[src/rtl/intp_pkg.sv]
package intp_pkg;
    localparam int PRIO_W = 8;
    localparam int SRC_W  = 24;
    localparam int WORD_W = PRIO_W + SRC_W;

    typedef logic [PRIO_W-1:0] prio_t;
    typedef logic [SRC_W-1:0]  src_t;

    localparam prio_t PRIO_NONE = '1;
endpackage

[src/rtl/intp_select.sv]
module intp_select
    import intp_pkg::*;
#(
    parameter int IPI_SRC = 2
) (
    input  logic  ext_v,
    input  src_t  ext_id,
    input  prio_t ext_prio,
    input  prio_t ipi_prio,
    input  prio_t cppr,
    output logic  present,
    output src_t  win_id,
    output prio_t win_prio,
    output logic  win_ext
);
    logic ipi_req;
    logic pick_ipi;
    logic win_v;

    always_comb begin
        ipi_req  = (ipi_prio != PRIO_NONE);
        // ties go to the inter-processor request
        pick_ipi = ipi_req && (!ext_v || (ipi_prio <= ext_prio));
        win_v    = pick_ipi || ext_v;
        win_prio = pick_ipi ? ipi_prio : ext_prio;
        win_id   = pick_ipi ? src_t'(IPI_SRC) : ext_id;
        win_ext  = ext_v && !pick_ipi;
        present  = win_v && (win_prio < cppr);
    end

    always_comb begin
        assert_tie_ipi_R9: assert (!(ipi_req && ext_v && (ipi_prio == ext_prio)) || !win_ext);
    end
endmodule

[src/rtl/intp_slot.sv]
module intp_slot
    import intp_pkg::*;
(
    input  logic  clk,
    input  logic  rst_n,
    input  logic  arr_v,
    input  src_t  arr_id,
    input  prio_t arr_prio,
    input  prio_t cppr,
    input  logic  take_clear,
    output logic  held_v,
    output src_t  held_id,
    output prio_t held_prio,
    output logic  rej_v,
    output src_t  rej_id
);
    typedef struct packed {
        logic  hv;
        src_t  hid;
        prio_t hp;
        logic  rv;
        src_t  rid;
    } slot_t;

    slot_t s_d, s_q;
    logic  kept;

    always_comb begin
        s_d    = s_q;
        s_d.rv = 1'b0;
        kept   = s_q.hv && !take_clear;
        s_d.hv = kept;
        if (arr_v && (arr_id != '0)) begin
            if (arr_prio >= cppr) begin
                s_d.rv  = 1'b1;
                s_d.rid = arr_id;
            end else if (!kept || (arr_prio < s_q.hp)) begin
                if (kept) begin
                    s_d.rv  = 1'b1;
                    s_d.rid = s_q.hid;
                end
                s_d.hv  = 1'b1;
                s_d.hid = arr_id;
                s_d.hp  = arr_prio;
            end else begin
                s_d.rv  = 1'b1;
                s_d.rid = arr_id;
            end
        end
    end

    always_ff @(posedge clk) begin
        if (!rst_n) begin
            s_q <= '{hv: 1'b0, hid: '0, hp: PRIO_NONE, rv: 1'b0, rid: '0};
        end else begin
            s_q <= s_d;
        end
    end

    assign held_v    = s_q.hv;
    assign held_id   = s_q.hid;
    assign held_prio = s_q.hp;
    assign rej_v     = s_q.rv;
    assign rej_id    = s_q.rid;

    assert_return_cause_R10: assert property (@(posedge clk) disable iff (!rst_n)
        rej_v |-> $past(arr_v));
    assert_zero_ignored_R12: assert property (@(posedge clk) disable iff (!rst_n)
        (arr_v && (arr_id == '0) && !take_clear) |=> ($stable(held_v) && !rej_v));
    assert_clear_empties_R3: assert property (@(posedge clk) disable iff (!rst_n)
        (take_clear && !arr_v) |=> !held_v);
endmodule

[src/rtl/intp_presenter.sv]
module intp_presenter
    import intp_pkg::*;
#(
    parameter int ADDR_W   = 3,
    parameter int PEND_OFF = 0,
    parameter int IPI_OFF  = 4,
    parameter int IPI_SRC  = 2
) (
    input  logic              clk,
    input  logic              rst_n,
    input  logic              bus_valid,
    input  logic              bus_write,
    input  logic              bus_word,
    input  logic [ADDR_W-1:0] bus_addr,
    input  logic [31:0]       bus_wdata,
    output logic              bus_rvalid,
    output logic [31:0]       bus_rdata,
    input  logic              src_valid,
    input  logic [23:0]       src_id,
    input  logic [7:0]        src_prio,
    output logic              src_return,
    output logic [23:0]       src_return_id,
    output logic              eoi_valid,
    output logic [23:0]       eoi_src,
    output logic              irq_out
);
    localparam logic [ADDR_W-1:0] A_PEND = ADDR_W'(PEND_OFF);
    localparam logic [ADDR_W-1:0] A_IPI  = ADDR_W'(IPI_OFF);

    typedef struct packed {
        prio_t              cppr;
        prio_t              ipi;
        logic               rvalid;
        logic [WORD_W-1:0]  rdata;
        logic               eoi;
        src_t               eoi_id;
    } regs_t;

    regs_t r_d, r_q;

    logic  held_v;
    src_t  held_id;
    prio_t held_prio;
    logic  present;
    src_t  win_id;
    prio_t win_prio;
    logic  win_ext;
    logic  rd, wr, hit_pend, hit_ipi, accept, take_clear;

    intp_select #(.IPI_SRC(IPI_SRC)) u_sel (
        .ext_v    (held_v),
        .ext_id   (held_id),
        .ext_prio (held_prio),
        .ipi_prio (r_q.ipi),
        .cppr     (r_q.cppr),
        .present  (present),
        .win_id   (win_id),
        .win_prio (win_prio),
        .win_ext  (win_ext)
    );

    intp_slot u_slot (
        .clk        (clk),
        .rst_n      (rst_n),
        .arr_v      (src_valid),
        .arr_id     (src_id),
        .arr_prio   (src_prio),
        .cppr       (r_q.cppr),
        .take_clear (take_clear),
        .held_v     (held_v),
        .held_id    (held_id),
        .held_prio  (held_prio),
        .rej_v      (src_return),
        .rej_id     (src_return_id)
    );

    always_comb begin
        rd         = bus_valid && !bus_write;
        wr         = bus_valid && bus_write;
        hit_pend   = (bus_addr == A_PEND);
        hit_ipi    = (bus_addr == A_IPI);
        accept     = rd && bus_word && hit_pend && present;
        take_clear = accept && win_ext;

        r_d        = r_q;
        r_d.rvalid = rd;
        r_d.rdata  = '0;
        r_d.eoi    = 1'b0;

        if (rd) begin
            if (hit_pend && bus_word) begin
                r_d.rdata = {r_q.cppr, present ? win_id : src_t'(0)};
            end else if (hit_pend) begin
                r_d.rdata = {{SRC_W{1'b0}}, r_q.cppr};
            end else if (hit_ipi && bus_word) begin
                r_d.rdata = {r_q.ipi, {SRC_W{1'b0}}};
            end else if (hit_ipi) begin
                r_d.rdata = {{SRC_W{1'b0}}, r_q.ipi};
            end
        end

        if (accept) begin
            r_d.cppr = win_prio;
        end

        if (wr && hit_pend) begin
            if (bus_word) begin
                r_d.cppr   = bus_wdata[31:24];
                r_d.eoi    = 1'b1;
                r_d.eoi_id = bus_wdata[23:0];
            end else begin
                r_d.cppr = bus_wdata[7:0];
            end
        end

        if (wr && hit_ipi) begin
            r_d.ipi = bus_word ? bus_wdata[31:24] : bus_wdata[7:0];
        end
    end

    always_ff @(posedge clk) begin
        if (!rst_n) begin
            r_q <= '{cppr: '0, ipi: PRIO_NONE, rvalid: 1'b0, rdata: '0, eoi: 1'b0, eoi_id: '0};
        end else begin
            r_q <= r_d;
        end
    end

    assign bus_rvalid = r_q.rvalid;
    assign bus_rdata  = r_q.rdata;
    assign eoi_valid  = r_q.eoi;
    assign eoi_src    = r_q.eoi_id;
    assign irq_out    = present;

    assert_accept_raises_R3: assert property (@(posedge clk) disable iff (!rst_n)
        (bus_valid && !bus_write && bus_word && (bus_addr == A_PEND) && irq_out)
        |=> (r_q.cppr == $past(win_prio)));
    assert_zero_blocks_R5: assert property (@(posedge clk) disable iff (!rst_n)
        (r_q.cppr == '0) |-> !irq_out);
    assert_eoi_pulse_R6: assert property (@(posedge clk) disable iff (!rst_n)
        (bus_valid && bus_write && bus_word && (bus_addr == A_PEND))
        |=> (eoi_valid && (eoi_src == $past(bus_wdata[23:0]))));
    assert_byte_no_eoi_R7: assert property (@(posedge clk) disable iff (!rst_n)
        (bus_valid && bus_write && !bus_word && (bus_addr == A_PEND)) |=> !eoi_valid);
    assert_read_latency_R2: assert property (@(posedge clk) disable iff (!rst_n)
        (bus_valid && !bus_write) |=> bus_rvalid);
endmodule

[config.mk]
export PLATFORM = sky130hd
export DESIGN_NAME = intp_presenter
export DESIGN_NICKNAME = d
export VERILOG_FILES = /design/src/rtl/intp_pkg.sv /design/src/rtl/intp_select.sv /design/src/rtl/intp_slot.sv /design/src/rtl/intp_presenter.sv
export SDC_FILE = /design/constraint.sdc
export NUM_CORES = 1
export LEC_CHECK = 0
export BUFFER_PORTS_ARGS = -buffer_cell sky130_fd_sc_hd__clkbuf_2
export CAP_MARGIN = 20
export CELL_PAD_IN_SITES_DETAIL_PLACEMENT = 0
export CELL_PAD_IN_SITES_GLOBAL_PLACEMENT = 2
export CORE_MARGIN = 4
export CORE_UTILIZATION = 33
export DETAILED_ROUTE_END_ITERATION = 10
export HOLD_SLACK_MARGIN = 0.06
export PLACE_DENSITY = 0.81
export SLEW_MARGIN = 20
export SYNTH_ARGS = -nofsm -noshare
export SYNTH_HDL_FRONTEND = slang
export SYNTH_HIERARCHICAL = 1
export SYNTH_SLANG_ARGS = --single-unit
[constraint.sdc]
create_clock -name clk -period 6.1 [get_ports clk]
set_input_delay 0.61 -clock clk [delete_from_list [all_inputs] [get_ports clk]]
set_output_delay 0.61 -clock clk [all_outputs]
set_load 0.05 [all_outputs]
Yosys cells after proc, flatten, opt, wreduce, memory -nomap -nowiden
Index checks and enable logic that the tools add are counted.

Register bits: 132. Bits of input ports: 73. Output and inout bits: 84.

Magnitude comparators: 4. Equal/unequal tests: 3. Muxes and demuxes: 17. Bitwise gates (word level): 1. Reductions and logical operators: 32.

Operators with widths (count): 2-to-1 mux 25 bit (4); 2-to-1 mux 32 bit (3); 2-to-1 mux 33 bit (2); 2-to-1 mux 58 bit (1); 2-to-1 mux 24 bit (2); 2-to-1 mux 8 bit (5); nonzero test 24 bit (1); < comparator 8 bit (2); logical AND 1 bit (15); AND reduction 2 bit (5); greater-or-equal comparator 8 bit (1); <= comparator 8 bit (1); inequality test 8 bit (second input constant) (1); logical NOT 1 bit (5); equality test 3 bit (second input constant) (1); logical NOT 3 bit (1); logical OR 1 bit (3); inequality test 3 x 1 -> 1 bit (second input constant) (1); AND reduction 3 bit (1); nonzero test 2 bit (1); inverter 1 bit (1).

Depth between registers and ports, before layout
Depth after elaboration: 15. Depth in mapped cells: 25. Gate-level depth less buffers: 21.

Cells and area by module
Netlist, hierarchy kept.

Modules (own cells, without submodules): intp_presenter (instances 1, cells an instance 343, area each 3339.5 um^2); intp_slot (instances 1, cells an instance 313, area each 2772.7 um^2); intp_select (instances 1, cells an instance 94, area each 742.0 um^2).

Worst setup path before layout
No wires, ideal clock.

Path type: reg-to-reg. From: reg u_slot.s_q, in the netlist u_slot/held_prio[1]. To: reg u_slot.s_q, in the netlist u_slot/rej_id[0]. Library setup time: 0.120 ns. Arrival: 5.395 ns. Required time: 5.980 ns. Slack: 0.586 ns. Cell stages (with the launch flop): 26. Cells stage by stage: dfxtp_1 -> inv_1 -> ha_1 -> nor2b_1 -> o211ai_1 -> a2111oi_4 -> nor3_4 -> buf_6 -> mux2_2 -> ha_1 -> and4_1 -> a21o_1 -> a221oi_1 -> and4_1 -> a221o_1 -> buf_4 -> and2_1 -> and4b_1 -> nand2b_1 -> nor3_1 -> o31a_1 -> or3_1 -> buf_6 -> buf_6 -> a221oi_2 -> nor2_1.

Cells in the longest elaborated chain, start to end: 14. Elaborated cells on any way between the ends: 20. Those cells by class: order compare (3); eq/ne (1); mux (3); reduce/logical (13).

Ends and longest elaborated chain: start: declaration (line intp_slot.sv:25) `slot_t s_d, s_q;`; start signal: assignment (line intp_slot.sv:54) `s_q <= '{hv: 1'b0, hid: '0, hp: PRIO_NONE, rv: 1'b0, rid: '0};`; <= comparator 8 bit (*) (line intp_select.sv:23) `pick_ipi = ipi_req && (!ext_v || (ipi_prio <= ext_prio));`; logical OR 1 bit (*) (line intp_select.sv:23); logical AND 1 bit (*) (line intp_select.sv:23); 2-to-1 mux 8 bit (*) (line intp_select.sv:25) `win_prio = pick_ipi ? ipi_prio : ext_prio;`; net win_prio[7] (line intp_presenter.sv:46) `prio_t win_prio;`; < comparator 8 bit (*) (line intp_select.sv:28) `present = win_v && (win_prio < cppr);`; logical AND 1 bit (*) (line intp_select.sv:28); net irq_out (line intp_presenter.sv:25) `output logic irq_out`; logical AND 1 bit (*) (line intp_presenter.sv:82) `accept = rd && bus_word && hit_pend && present;`; logical AND 1 bit (*) (line intp_presenter.sv:83) `take_clear = accept && win_ext;`; net take_clear (line intp_presenter.sv:48) `logic rd, wr, hit_pend, hit_ipi, accept, take_clear;`; logical NOT 1 bit (*) (line intp_slot.sv:31) `kept = s_q.hv && !take_clear;`; logical AND 1 bit (*) (line intp_slot.sv:31); logical NOT 1 bit (line intp_slot.sv:37) `end else if (!kept || (arr_prio < s_q.hp)) begin`; logical OR 1 bit (line intp_slot.sv:37); inequality test 3 x 1 -> 1 bit (no line) / 2-to-1 mux 25 bit (equally long branches); AND reduction 2 bit (no line) / 2-to-1 mux 25 bit (equally long branches).

The timed path passes the listed nets; every way through them passes the cells marked *. A chain may end at the register's enable or synchronous reset.

Worst setup path after layout
From: reg u_slot.s_q, in the netlist u_slot/held_prio[1]. To: reg u_slot.s_q, in the netlist u_slot/rej_id[7].

Cells in the longest elaborated chain, start to end: 14. Elaborated cells on any way between the ends: 20. Those cells by class: order compare (3); eq/ne (1); mux (3); reduce/logical (13).

Ends and longest elaborated chain (line): <= comparator 8 bit (*) (intp_select.sv:23); logical OR 1 bit (*) (intp_select.sv:23); logical AND 1 bit (*) (intp_select.sv:23); 2-to-1 mux 8 bit (*) (intp_select.sv:25); net win_prio[7] (intp_presenter.sv:46); < comparator 8 bit (*) (intp_select.sv:28); logical AND 1 bit (*) (intp_select.sv:28); logical AND 1 bit (*) (intp_presenter.sv:82); logical AND 1 bit (*) (intp_presenter.sv:83); net take_clear (intp_presenter.sv:48); logical NOT 1 bit (*) (intp_slot.sv:31); logical AND 1 bit (*) (intp_slot.sv:31); logical NOT 1 bit (intp_slot.sv:37); logical OR 1 bit (intp_slot.sv:37); inequality test 3 x 1 -> 1 bit (no line) / 2-to-1 mux 25 bit (equally long branches); AND reduction 2 bit (no line) / 2-to-1 mux 25 bit (equally long branches).

Marked as above.

==> metrics.md <==
| Metric | Value |
|---|---|
| Total power | `2.34 mW` |
| Initial Util | `33.8%` |
| Detailed Routing Iterations Pass 1 | `5` |
| Hold Path Class | `in -> reg` |
| # fillers | `2,109` |
| Largest net degree at the start of global routing | `110` |
| Post-CTS resize count | `0` |
| Maximum vdd drop | `165 uV` |
| Vias | `5,306` |
| Avg Inst Size Synth | `9.14 um^2` |
| Worst Tran Pin Value | `1030 ps` |
| Final Cell Area | `7990 um^2` |
| Wire per inst | `16.4 um` |
| Achievable Freq | `189 MHz` |
| Critical Path Slowest Stage Cell | `mux2_2` |
| Largest stage delay, worst path | `400 ps` |
| Maximum Capacitance Violations | `0` |
| CTS tree | `built` |
| Asr flop ratio synth | `0%` |
| Run status | `finished, final reports clean` |
| CTS max path bufs | `2` |
| Fin Setup TNS | `0 ps` |
| Pleak | `3.48 nW` |
| Final period util | `86.9%` |
| Synth Net Count | `853` |
| Total CTS buffers | `17` |
| PD cells | `293 nW/um^2` |
| Layout cells sized above 1 | `29.2%` |
| Simple-Gate Fraction of Synth Area | `19.1%` |
| Initial antenna violation count | `0` |
| Placed Instances | `1,081` |
| Final WS setup | `796 ps` |
| Placement Rows | `52` |
| Critical-path cell list | `inv_1 > ha_1 > nor2b_1 > o211ai_1 > a2111oi_4 > nor3_4 > mux2_2 > ha_1 > and4_1 > a21o_1 > a221oi_1 > and4_1 > a221o_1 > and2_1 > and4b_1 > nand2b_1 > nor3_1 > o31a_1 > or3_1 > buf_4 > a221oi_1 > nor2_1` |
| Post-synthesis compound-gate area fraction | `16.4%` |
| Setup violations, final | `0` |
| # clock sinks | `132` |
| Adder-cell share of the synthesized area | `5.48%` |
| Net count, final | `933` |
| Final min period | `5300 ps` |
| GPL Wtd Cong | `0.822` |
| Setup Skew | `12.6 ps` |
| Cts hold-fix bufs | `0` |
| Global-route wire length before repair | `29,700 um` |
| Postcts setup bufs | `0` |
| Total core area | `20,300 um^2` |
| Congestion Overflow GR | `0` |
| Synthesized instance count | `750` |
| Post-Synth XOR/XNOR Area | `0%` |
| Synth area leaders | `dfxtp_1 39%, buf_4 6.5%, mux2i_1 6.0%` |
| IO Pins | `157` |
| Slew headroom | `31.2%` |
| Clock transition at path regs | `60 ps` |
| WS Path Type | `reg -> reg` |
| Non-Filler Instances | `1,113` |
| Post-synth top flop | `dfxtp_1` |
| IO buf count | `156` |
| Die H | `152 um` |
| Most common cell in the netlist | `dfxtp_1` |
| DR iter-0 viols | `339` |
| Die area | `23,100 um^2` |
| Final Hold Fails | `0` |
| Critical Path RT | `6390 ps` |
| Drt via density | `4.77` |
| Cell Area, Synth | `6850 um^2` |
| Biggest area consumer among synthesized cells | `dfxtp_1` |
| Root buffer cell | `clkbuf_16` |
| Vias in the first global route | `5,173` |
| Startpoint type of the worst setup path | `flop` |
| Htree depth | `4` |
| Fin. max-slew vios | `0` |
| Final ANT Viol Nets | `0` |
| Top cells by count, synth | `132 x dfxtp_1, 82 x nand2_1, 59 x buf_4, 41 x mux2i_1, 37 x nor2_1` |
| Finished Core Util | `39.4%` |
| Post-DP Area | `7350 um^2` |
| Register area share after synthesis | `38.6%` |
| Clk_lat worst skew | `410 ps` |
| FF+latch count, synth | `132` |
| Post-synthesis mux area share | `8.45%` |
| Diode count | `0` |
| Synth warn | `6` |
| CP delay by family, top | `simple AND/OR/NAND/NOR gates` |
| Largest family of logic cells by synthesized area | `simple AND/OR/NAND/NOR gates` |
| Share of the synthesized area in the top cell type | `38.6%` |
| Worst Setup End Kind | `flop` |
| Pre-CTS setup slack | `807 ps` |
| WP data arrival | `5600 ps` |
| Crit path buf inv count | `2` |
| Post-synthesis cell type count | `59` |
| WL final | `18,300 um` |
| Die width | `152 um` |
| Gr usage total | `15.8%` |
| Crit-path max FO | `24` |
| Post-synth EDFFs | `0` |
| Min Hold Slack | `425 ps` |
| # DRC | `0` |
| Area growth syn-to-layout | `16.6%` |
| RSZ-0062 raised after global routing | `false` |
| HPWL after DPL | `13,500 um` |
[area by class of cell]
class	instances	area [um^2]	area share [%]
Sequential cell	132	2640	33.1
Inverter	34	128	1.60
Multi-Input combinational cell	480	3390	42.5
Tap cell	270	338	4.23
Clock inverter	14	199	2.49
Timing Repair Buffer	165	851	10.6
Clock buffer	18	439	5.50
[layout by cell type (no fill, tap or decap), types with 8 or more instances in the layout]
cell / netlist / final
a21oi_1: 13 / 13
clkbuf_2: 0 / 155
nand3_1: 34 / 34
a221oi_2: 20 / 20
clkbuf_16: 0 / 17
buf_4: 59 / 10
nor2b_1: 33 / 33
nand2_1: 82 / 82
a32oi_1: 8 / 8
mux2_2: 15 / 15
o211ai_1: 9 / 9
ha_1: 30 / 30
inv_1: 33 / 33
nor2_1: 37 / 37
dfxtp_1: 132 / 132
and2_1: 21 / 21
a32o_1: 8 / 8
o21ai_0: 33 / 33
mux2i_1: 41 / 41
o21ai_1: 27 / 27
and3_1: 9 / 9
[routing by layer]
layer / routed length (um) / GRT usage, %
met5: 0 / 0
met1: 9870 / 24.1
met3: 964 / 4.15
met2: 7260 / 21.5
met4: 176 / 4.49
[worst register-to-register path, delay by kind of cell, from the launching register on]
kind / cells / cell delay (ps)
buffers and inverters: 2 / 320
adder cells (fa/ha/maj): 2 / 600
flip-flops: 1 / 370
AO/OA/AOI/OAI: 7 / 1600
multiplexers: 1 / 400
AND/OR/NAND/NOR: 10 / 1910
[worst paths after layout]
path | startpoint | to | slack [ps] | cells after the start
setup reg to reg | u_slot/held_prio[1]$_SDFFE_PN1P_ | u_slot/rej_id[7]$_SDFFE_PN0P_ | 800 | 22
setup / recovery | u_slot/held_prio[1]$_SDFFE_PN1P_ | u_slot/rej_id[7]$_SDFFE_PN0P_ | 800 | 22
hold / removal | bus_wdata[11] | eoi_src[11]$_SDFFE_PN0P_ | 430 | 3
hold reg to reg | eoi_src[7]$_SDFFE_PN0P_ | eoi_src[7]$_SDFFE_PN0P_ | 450 | 2
[sequential cells by signal, summed over array words and instances, names as in the netlist]
| register | count |
|---|---|
| u_slot/rej_v | 1 |
| r_q | 16 |
| eoi_valid | 1 |
| u_slot/held_prio | 8 |
| eoi_src | 24 |
| bus_rvalid | 1 |
| u_slot/rej_id | 24 |
| u_slot/held_id | 24 |
| bus_rdata | 32 |
| u_slot/held_v | 1 |
[report_power, final]
part | switching (mW) | internal, mW | leakage (nW) | total [mW]
Sequential | 0.0241 | 0.893 | 1.07 | 0.917
Combinational | 0.212 | 0.107 | 2.10 | 0.319
Clock | 0.406 | 0.700 | 0.311 | 1.11
Total | 0.643 | 1.70 | 3.48 | 2.34
[kinds of logic (layout without fill, tap and decap cells)]
group | Yosys count | in the layout
buffers and inverters | 138 | 231
adders and majority gates | 30 | 30
DFF | 132 | 132
muxes | 56 | 56
AOI/OAI and AO/OA | 143 | 143
and+or+nand+nor | 251 | 251
No activity file was read; power rests on OpenSTA's default activity.
